**src/rtl/fbh_pkg.sv**
```systemverilog
package fbh_pkg;
    typedef enum logic [1:0] {
        FBH_UNINIT = 2'd0,
        FBH_LOAD   = 2'd1,
        FBH_READY  = 2'd2,
        FBH_FAULT  = 2'd3
    } fbh_state_t;

    localparam logic [31:0] FBH_LIST_END = 32'hFFFF_FFFF;
endpackage

```
**src/rtl/fbh_init_fsm.sv**
```systemverilog
module fbh_init_fsm
    import fbh_pkg::*;
#(
    parameter int TOTAL    = 24,
    parameter int MAX_LIST = 8,
    parameter int BLK_W    = 5
) (
    input  logic             clk,
    input  logic             rst_n,
    input  logic             init_start,
    input  logic             list_valid,
    input  logic [31:0]      list_idx,
    output fbh_state_t       st,
    output logic             mark_en,
    output logic [BLK_W-1:0] mark_idx,
    output logic             init_done,
    output logic             init_err
);
    localparam int          CNT_W     = $clog2(MAX_LIST + 1);
    localparam logic [31:0] TOTAL_32  = 32'(TOTAL);
    localparam logic [CNT_W-1:0] LAST = CNT_W'(MAX_LIST - 1);

    fbh_state_t       st_q, st_n;
    logic [CNT_W-1:0] cnt_q, cnt_n;
    logic             done_q, done_n;
    logic             err_q, err_n;
    logic             mark_n;

    // next-state and output decisions
    always_comb begin
        st_n   = st_q;
        cnt_n  = cnt_q;
        done_n = 1'b0;
        err_n  = err_q;
        mark_n = 1'b0;
        if (init_start) begin
            st_n  = FBH_LOAD;
            cnt_n = '0;
            err_n = 1'b0;
        end else begin
            unique case (st_q)
                FBH_LOAD: begin
                    if (list_valid) begin
                        if (list_idx == FBH_LIST_END) begin
                            st_n   = FBH_READY;
                            done_n = 1'b1;
                        end else if (list_idx >= TOTAL_32) begin
                            st_n   = FBH_FAULT;
                            done_n = 1'b1;
                            err_n  = 1'b1;
                        end else begin
                            mark_n = 1'b1;
                            if (cnt_q == LAST) begin
                                st_n   = FBH_READY;
                                done_n = 1'b1;
                            end else begin
                                cnt_n = cnt_q + 1'b1;
                            end
                        end
                    end
                end
                FBH_UNINIT, FBH_READY, FBH_FAULT: ;
                default: ;
            endcase
        end
    end

    // state register
    always_ff @(posedge clk) begin
        if (!rst_n) st_q <= FBH_UNINIT;
        else        st_q <= st_n;
    end

    // output and counter registers
    always_ff @(posedge clk) begin
        if (!rst_n) begin
            cnt_q  <= '0;
            done_q <= 1'b0;
            err_q  <= 1'b0;
        end else begin
            cnt_q  <= cnt_n;
            done_q <= done_n;
            err_q  <= err_n;
        end
    end

    assign st        = st_q;
    assign mark_en   = mark_n;
    assign mark_idx  = list_idx[BLK_W-1:0];
    assign init_done = done_q;
    assign init_err  = err_q;
endmodule

```
**src/rtl/fbh_entry.sv**
```systemverilog
module fbh_entry #(
    parameter int WEAR_W = 8
) (
    input  logic              clk,
    input  logic              rst_n,
    input  logic              clr,
    input  logic [WEAR_W-1:0] clr_val,
    input  logic              mark,
    input  logic              erase,
    output logic [WEAR_W-1:0] cnt,
    output logic              bad
);
    localparam logic [WEAR_W-1:0] SENT = {WEAR_W{1'b1}};

    logic [WEAR_W-1:0] cnt_q;
    logic              bad_q;

    always_ff @(posedge clk) begin
        if (!rst_n) begin
            cnt_q <= '0;
            bad_q <= 1'b0;
        end else if (clr) begin
            cnt_q <= clr_val;
            bad_q <= 1'b0;
        end else begin
            if (mark) bad_q <= 1'b1;
            if (erase && (cnt_q != '0) && (cnt_q != SENT))
                cnt_q <= cnt_q - 1'b1;
        end
    end

    assign cnt = cnt_q;
    assign bad = bad_q;
endmodule

```
**src/rtl/fbh_query.sv**
```systemverilog
module fbh_query #(
    parameter int TOTAL  = 24,
    parameter int WEAR_W = 8,
    parameter int BLK_W  = 5
) (
    input  logic              ready,
    input  logic [BLK_W-1:0]  qry_blk,
    input  logic [WEAR_W-1:0] cnt_arr [TOTAL],
    input  logic [TOTAL-1:0]  bad_vec,
    output logic              qry_ok,
    output logic [WEAR_W-1:0] qry_wear
);
    localparam logic [BLK_W:0] TOTAL_X = (BLK_W + 1)'(TOTAL);

    always_comb begin
        qry_ok   = 1'b0;
        qry_wear = '0;
        if (ready && ({1'b0, qry_blk} < TOTAL_X)) begin
            qry_wear = cnt_arr[qry_blk];
            qry_ok   = !bad_vec[qry_blk] && (cnt_arr[qry_blk] != '0);
        end
    end
endmodule

```
**src/rtl/flash_block_health.sv**
```systemverilog
module flash_block_health
    import fbh_pkg::*;
#(
    parameter  int BLOCKS_PER_UNIT = 12,
    parameter  int UNITS           = 2,
    parameter  int WEAR_W          = 8,
    parameter  int MAX_LIST        = 8,
    localparam int TOTAL           = BLOCKS_PER_UNIT * UNITS,
    localparam int BLK_W           = $clog2(TOTAL)
) (
    input  logic              clk,
    input  logic              rst_n,
    input  logic              init_start,
    input  logic [WEAR_W-1:0] cfg_wear_limit,
    input  logic              list_valid,
    input  logic [31:0]       list_idx,
    output logic              init_done,
    output logic              init_err,
    input  logic              erase_valid,
    input  logic [BLK_W-1:0]  erase_blk,
    input  logic [BLK_W-1:0]  qry_blk,
    output logic              qry_ok,
    output logic [WEAR_W-1:0] qry_wear
);
    localparam logic [WEAR_W-1:0] SENT = {WEAR_W{1'b1}};

    fbh_state_t        st;
    logic              mark_en;
    logic [BLK_W-1:0]  mark_idx;
    logic              ready;
    logic [WEAR_W-1:0] preset;
    logic [WEAR_W-1:0] cnt_arr [TOTAL];
    logic [TOTAL-1:0]  bad_vec;

    fbh_init_fsm #(
        .TOTAL   (TOTAL),
        .MAX_LIST(MAX_LIST),
        .BLK_W   (BLK_W)
    ) u_fsm (
        .clk       (clk),
        .rst_n     (rst_n),
        .init_start(init_start),
        .list_valid(list_valid),
        .list_idx  (list_idx),
        .st        (st),
        .mark_en   (mark_en),
        .mark_idx  (mark_idx),
        .init_done (init_done),
        .init_err  (init_err)
    );

    assign ready  = (st == FBH_READY);
    assign preset = (cfg_wear_limit == '0) ? SENT : cfg_wear_limit;

    for (genvar g = 0; g < TOTAL; g++) begin : g_entry
        logic hit_mark;
        logic hit_erase;
        assign hit_mark  = mark_en && (mark_idx == BLK_W'(g));
        assign hit_erase = ready && erase_valid && (erase_blk == BLK_W'(g));
        fbh_entry #(
            .WEAR_W(WEAR_W)
        ) u_ent (
            .clk    (clk),
            .rst_n  (rst_n),
            .clr    (init_start),
            .clr_val(preset),
            .mark   (hit_mark),
            .erase  (hit_erase),
            .cnt    (cnt_arr[g]),
            .bad    (bad_vec[g])
        );
    end

    fbh_query #(
        .TOTAL (TOTAL),
        .WEAR_W(WEAR_W),
        .BLK_W (BLK_W)
    ) u_qry (
        .ready   (ready),
        .qry_blk (qry_blk),
        .cnt_arr (cnt_arr),
        .bad_vec (bad_vec),
        .qry_ok  (qry_ok),
        .qry_wear(qry_wear)
    );
endmodule

```
**config.mk**
```make
export PLATFORM = sky130hd
export DESIGN_NAME = flash_block_health
export DESIGN_NICKNAME = d
export VERILOG_FILES = /design/src/rtl/fbh_pkg.sv /design/src/rtl/fbh_init_fsm.sv /design/src/rtl/fbh_entry.sv /design/src/rtl/fbh_query.sv /design/src/rtl/flash_block_health.sv
export SDC_FILE = /design/constraint.sdc
export NUM_CORES = 1
export LEC_CHECK = 0
export BUFFER_PORTS_ARGS = -buffer_cell sky130_fd_sc_hd__buf_2
export CAP_MARGIN = 20
export CELL_PAD_IN_SITES_DETAIL_PLACEMENT = 1
export CELL_PAD_IN_SITES_GLOBAL_PLACEMENT = 1
export CORE_MARGIN = 2
export CORE_UTILIZATION = 52
export CTS_CLUSTER_SIZE = 14
export DETAILED_ROUTE_END_ITERATION = 16
export MAX_ROUTING_LAYER = met4
export PLACE_DENSITY_LB_ADDON = 0.1
export SLEW_MARGIN = 5
export SYNTH_ARGS = -nofsm -noshare
export SYNTH_HDL_FRONTEND = slang
export SYNTH_SLANG_ARGS = --single-unit
export TNS_END_PERCENT = 30
```
**constraint.sdc**
```tcl
create_clock -name clk -period 5 [get_ports clk]
set_input_delay 0.5 -clock clk [delete_from_list [all_inputs] [get_ports clk]]
set_output_delay 0.5 -clock clk [all_outputs]
set_load 0.005 [all_outputs]
```
==> results of run 1 <==
[registers in the layout (all words and copies together) (netlist names)]
register	cells
u_fsm.init_err	1
g_entry.u_ent.cnt	192
u_fsm.init_done	1
u_fsm.st	2
u_fsm.cnt_q	4
g_entry.u_ent.bad	24
[power breakdown]
group | internal [mW] | switching, mW
registers | 1.89 | 0.193
clock network | 1.35 | 0.870
logic | 0.353 | 0.549
total | 3.59 | 1.61
[per-stage QoR]
step,hold slack [ns],cells
after global placement,0.443,2121
after floorplan,0.431,1761
after global routing,0.452,2178
after CTS,0.393,2175
final,0.405,2178
after detailed placement,0.456,2121
[cell usage after synthesis, drive strengths merged, types with 43 or more instances]
master	n	area, um^2
a21oi	118	591
a31oi	46	288
buf	55	302
clkbuf	60	225
dfxtp	224	4480
ha	73	913
inv	67	251
mux2i	72	721
nand2	65	249
nand3	72	373
nor2	242	938
nor4	43	384
o21ai	118	594
o221a	60	676
xor2	50	438
[routing by layer]
metal,global-route usage,vias up,part of all wire
li1,-,6591,-
met1,0.474,7488,0.42
met2,0.610,577,0.47
met3,0.0482,171,0.060
met4,0.162,0,0.048
met5,-,-,0
[area by class of cell]
type | instances | area [um^2] | area share
multi-input combinational | 1354 | 9730 | 0.590
sequential | 224 | 4480 | 0.272
clock buffer | 41 | 821 | 0.0497
timing repair buffer | 94 | 552 | 0.0334
tap | 384 | 480 | 0.0291
inverter | 68 | 255 | 0.0155
clock inverter | 13 | 178 | 0.0108
[kinds of logic after synthesis]
family                   after synthesis
adder cells (fa/ha/maj)               73
XOR/XNOR                              79
multiplexers                         100
buffers and inverters                183
AND/OR/NAND/NOR                      610
flip-flops                           224
AO/OA/AOI/OAI                        492
[worst max-delay path, stage by stage]
cell and delay (ns):
buf_2 0.81, buf_4 0.46, mux2i_1 0.24, a22oi_1 0.11, and3_1 0.22, a311oi_1 0.38, nand4_1 0.16, o21a_1 0.23
buf_2 0.14
[worst min-delay path by stage]
stage                     slack (ns)                     to                   from
after floorplan                 0.43  g_entry[12].u_ent.bad  g_entry[12].u_ent.bad
after global placement          0.44   g_entry[7].u_ent.bad   g_entry[7].u_ent.bad
after detailed placement        0.46  g_entry[16].u_ent.bad  g_entry[16].u_ent.bad
after CTS                       0.39  g_entry[16].u_ent.bad            list_idx[1]
after global routing            0.45   g_entry[1].u_ent.bad            list_idx[2]
final                           0.41  g_entry[21].u_ent.bad            list_idx[1]
[cells in the final DEF, fill, tap and decap left out, types with 27 or more instances in the layout]
master,count
inv_1,67
mux2i_1,72
nor4_1,33
a41oi_1,27
xnor2_1,29
ha_1,73
clkbuf_16,29
dfxtp_1,224
nand4_1,39
nand3_1,71
o21ai_0,80
nor3_1,38
o21ai_1,37
buf_2,63
a21oi_1,118
o221a_2,46
a31oi_1,46
buf_4,30
nand2_1,62
nor2_1,234
xor2_1,50
==> flow_summary.yaml, run 1 <==
global_route:
  overflow: 0
  antenna_found_initial: 0
  grt_pass1_vias: 15074
  grt_pass1_wl_mm: 88.0
  grt_max_degree: 68
  grtUsageTotal: 0.377
synthesis:
  synthesis.nets: 1889
  synthSimpleGateAreaFrac: 0.222
  synth-compound-area-share: 0.233
  yosysWarningCount: 0
  synth-async-reset-ratio: 0
  synth_area_per_cell_um2: 8.51
  yosys-mux-area-fraction: 0.0864
  synth_area_um2: 15000
  synthAdderAreaFrac: 0.0609
  synth-seq-cells: 224
  yosysSeqAreaShare: 0.299
  synth_ff_type: "dfxtp_1"
  synth_edf_count: 0
  synth_xor_area_frac: 0.0461
  synth_cell_types: 83
  syn_inst: 1761
  synth_top_family_by_area: "compound AO/OA/AOI/OAI gates"
routing:
  num_vias: 14827
  drt_iter0_drc: 1195
  wire_per_inst_um: 25.6
  post-route-drc-count: 0
  wirelength_mm: 55.9
  via_per_inst: 6.81
  dr.pass1.iters: 5
  ant_nets: 0
setup_path:
  cp-end-kind: "primary output"
  crit_arrival_ns: 3.27
  r2r-end: "g_entry[9].u_ent.cnt[4]"
  crit_fanout: 36
  cp.required_ns: 4.50
  r2r_cells: 6
  regToRegSetupSlack_ns: 2.20
  endpoint: "qry_ok"
  criticalPathCategory: "in -> out"
  cp-startpoint: "qry_blk[1]"
  rr_startpoint: "u_fsm.st[1]"
  start_kind: "input port"
clock_tree:
  max-clock-path-buffers: 3
  numCtsBuffers: 29
  clk_latency_ns: 0.57
  cts_resized: 0
  cts_hold_buf: 0
  cts_sinks: 224
  htreeDepth: 1
  cts_tree: "yes"
  clock-root-buffer: "clkbuf_16"
  postCtsSetupBuffers: 0
  clkTransAtPathRegs_ns: 0.06
worst_hold_path:
  hp-class: "in -> reg"
  hold_depth: 4
finish:
  post-route-util: 0.578
  layout-drive-gt1-share: 0.151
  final_area_um2: 16500
  n_antenna_cell: 0
  fillers: 3414
  area_growth_pct: 10.1
  nNetsFinal: 1899
placed_design:
  io_buffers: 65
  postPlaceCellArea_um2: 15500
  hpwlAfterDp_mm: 37.9
  post-place-ws_ns: 1.27
  place.gp.congestion: 0.910
sta:
  max_freq_ghz: 0.265
  skew_ns: 0.0139
  worst_pin_slew_ns: 1.15
  setup_ws_ns: 1.23
  period_share: 0.754
  relSlewSlack: 0.230
  report.final.slew_viol_count: 0
  finalHoldViolCount: 0
  min_period_ns: 3.77
  finalSetupViolCount: 0
  rsz0062_at_grt: "no"
  fin_setup_tns_ns: 0
run_status:
  outcome: "finished, final reports clean"
floorplanning:
  dieWidth_um: 174
  start_util: 0.525
  dieArea_um2: 30200
  pin_count: 66
  chipHeight_um: 174
  core_area_um2: 28500
  num_rows: 62
power:
  p_total_mw: 5.20
  irDropWorstVdd_v: 0.000235
  power_density_nw_per_um2: 315
  leakage_nw: 6.20
job:
  cap_violations: 0
Note: power is estimated with default switching activity, not from simulation.
==> run 2, diff against run 1 <==
- CORE_UTILIZATION: 52 -> 44
- clock period: 5 -> 3 ns (I/O delays scaled with it)
==> flow_summary.yaml, run 2 (synthesis gave the netlist of run 1 again) <==
power:
  comb_power_share: 0.176
  irDropWorstVdd_v: 0.000538
  p_int_mw: 6.12
  seq_power_share: 0.395
  swShare: 0.303
  power.switching_mw: 2.66
  power_density_nw_per_um2: 518
  leakage_nw: 6.40
  pwr-share-clk: 0.429
clock_tree:
  numCtsBuffers: 28
  postCtsSetupBuffers: 0
  clock-root-buffer: "clkbuf_16"
  max-clock-path-buffers: 3
  cts_tree: "yes"
  htreeDepth: 1
  cts_sinks: 224
  clkTransAtPathRegs_ns: 0.06
  clk_latency_ns: 0.55
  cts_hold_buf: 0
  cts_resized: 0
sta:
  report.final.slew_viol_count: 0
  min_period_ns: 2.82
  fin_setup_tns_ns: 0
  relSlewSlack: 0.216
  hold-worst-slack_ns: 0.231
  period_share: 0.940
  worst_pin_slew_ns: 1.16
  rsz0062_at_grt: "no"
  setup_ws_ns: 0.180
  max_freq_ghz: 0.355
  finalHoldViolCount: 0
  skew_ns: 0.0196
  finalSetupViolCount: 0
setup_path:
  start_kind: "flip-flop"
  cp.required_ns: 2.70
  rr_startpoint: "u_fsm.st[1]"
  r2r-end: "g_entry[21].u_ent.cnt[7]"
  criticalPathCategory: "reg -> out"
  slowest_stage: "mux4_2"
  r2r_cells: 7
  regToRegSetupSlack_ns: 0.58
  worst-path-buf-inv: 1
  path_cells: "mux4_2 -> mux2i_1 -> nor2_1 -> a311oi_1 -> nand4_1 -> o21a_1 -> buf_2"
  critPathTopFamily: "multiplexers"
  max_stage_delay_ns: 0.50
  crit_fanout: 6
  crit_arrival_ns: 2.52
  cp-end-kind: "primary output"
floorplanning:
  core_area_um2: 33500
  start_util: 0.447
  pin_count: 66
  dieArea_um2: 35600
  chipHeight_um: 189
  num_rows: 67
  dieWidth_um: 189
finish:
  layout_commonest_cell: "nor2_1"
  area_growth_pct: 13.0
  final_area_um2: 16900
  mostFrequentLayoutCells: "nor2_1 (234), dfxtp_1 (224), a21oi_1 (118)"
  nNetsFinal: 1925
  layout-drive-gt1-share: 0.165
  largest_reg_flops: 192
global_route:
  grt_max_degree: 110
  overflow: 0
  grtUsageTotal: 0.328
  antenna_found_initial: 2
  grt_pass1_wl_mm: 88.2
  grt_pass1_vias: 14757
routing:
  wire_per_inst_um: 25.1
  dr.pass1.iters: 5
  wirelength_mm: 56.9
  ant_nets: 0
  post-route-drc-count: 0
  num_vias: 14545
  via_per_inst: 6.42
  drt_iter0_drc: 1059
worst_hold_path:
  hold_depth: 4
  hp-class: "in -> reg"
  min_from: "list_idx[1]"
  worstHoldEndpoint: "g_entry[21].u_ent.bad"
job:
  cap_violations: 0
placed_design:
  io_buffers: 65
  post-place-ws_ns: 0.300
  place.gp.congestion: 0.990
  hpwlAfterDp_mm: 40.0
  postPlaceCellArea_um2: 15900
run_status:
  outcome: "finished, final reports clean"
## run 2: changes by cell type in the layout (fill, tap and decap cells not counted), sizes merged
cell	delta
clkbuf	-3
clkinvlp	-2
inv	-1
diode	+2
buf	+27
clkinv	+1
bufinv	+1
## run 2: cell type report
type	count	area, um^2
diodes	2	5.00
clock buffers	38	830
repair buffers	121	878
inverters	68	255
multi-input cells	1354	9740
fillers	4031	16600
well taps	448	561
flip-flops and latches	224	4480
clock inverters	12	193
## run 2: power by group through the flow
| stage | sequential (mW) | clock, mW | combinational, mW |
|---|---|---|---|
| 2_1_floorplan | 3.37 | 0 | 1.10 |
| 3_3_place_gp | 3.52 | 0 | 1.46 |
| 3_5_place_dp | 3.52 | 0 | 1.52 |
| 4_1_cts | 3.46 | 3.82 | 1.53 |
| 5_1_grt | 3.49 | 3.95 | 1.69 |
| 6_report | 3.47 | 3.77 | 1.55 |
## run 2: per-stage QoR
stage | cells | util | total power, mW
after floorplan | 1761 | - | 4.47
after global placement | 2215 | 0.475 | 4.98
after detailed placement | 2215 | 0.475 | 5.04
after CTS | 2265 | 0.505 | 8.81
after global routing | 2267 | 0.505 | 9.14
final | 2267 | 0.505 | 8.78
## run 2: per-layer routing
layer  GRT usage  share of wire
met5           -              0
met4       0.122          0.037
met3      0.0706          0.071
met2       0.496           0.44
met1       0.429           0.45
## run 2: worst max path at each step
stage	slack, ns	endpoint	start	cells after the start
final	0.18	qry_ok	g_entry[17].u_ent.cnt[4]	7
after global routing	0.15	qry_ok	g_entry[22].u_ent.cnt[4]	7
after CTS	0.18	qry_ok	g_entry[17].u_ent.cnt[4]	7
after detailed placement	0.30	qry_ok	qry_blk[0]	9
after global placement	0.31	qry_ok	qry_blk[0]	9
after floorplan	0.71	qry_ok	qry_blk[0]	9
## run 2: worst reg2reg max path, delay by kind of cell, from the launching register on
kind | cells | cell delay, ns
and+or+nand+nor | 4 | 1.35
DFF | 1 | 0.41
buffers and inverters | 1 | 0.27
xor gates and xnor gates | 1 | 0.19
AOI/OAI and AO/OA | 1 | 0.08
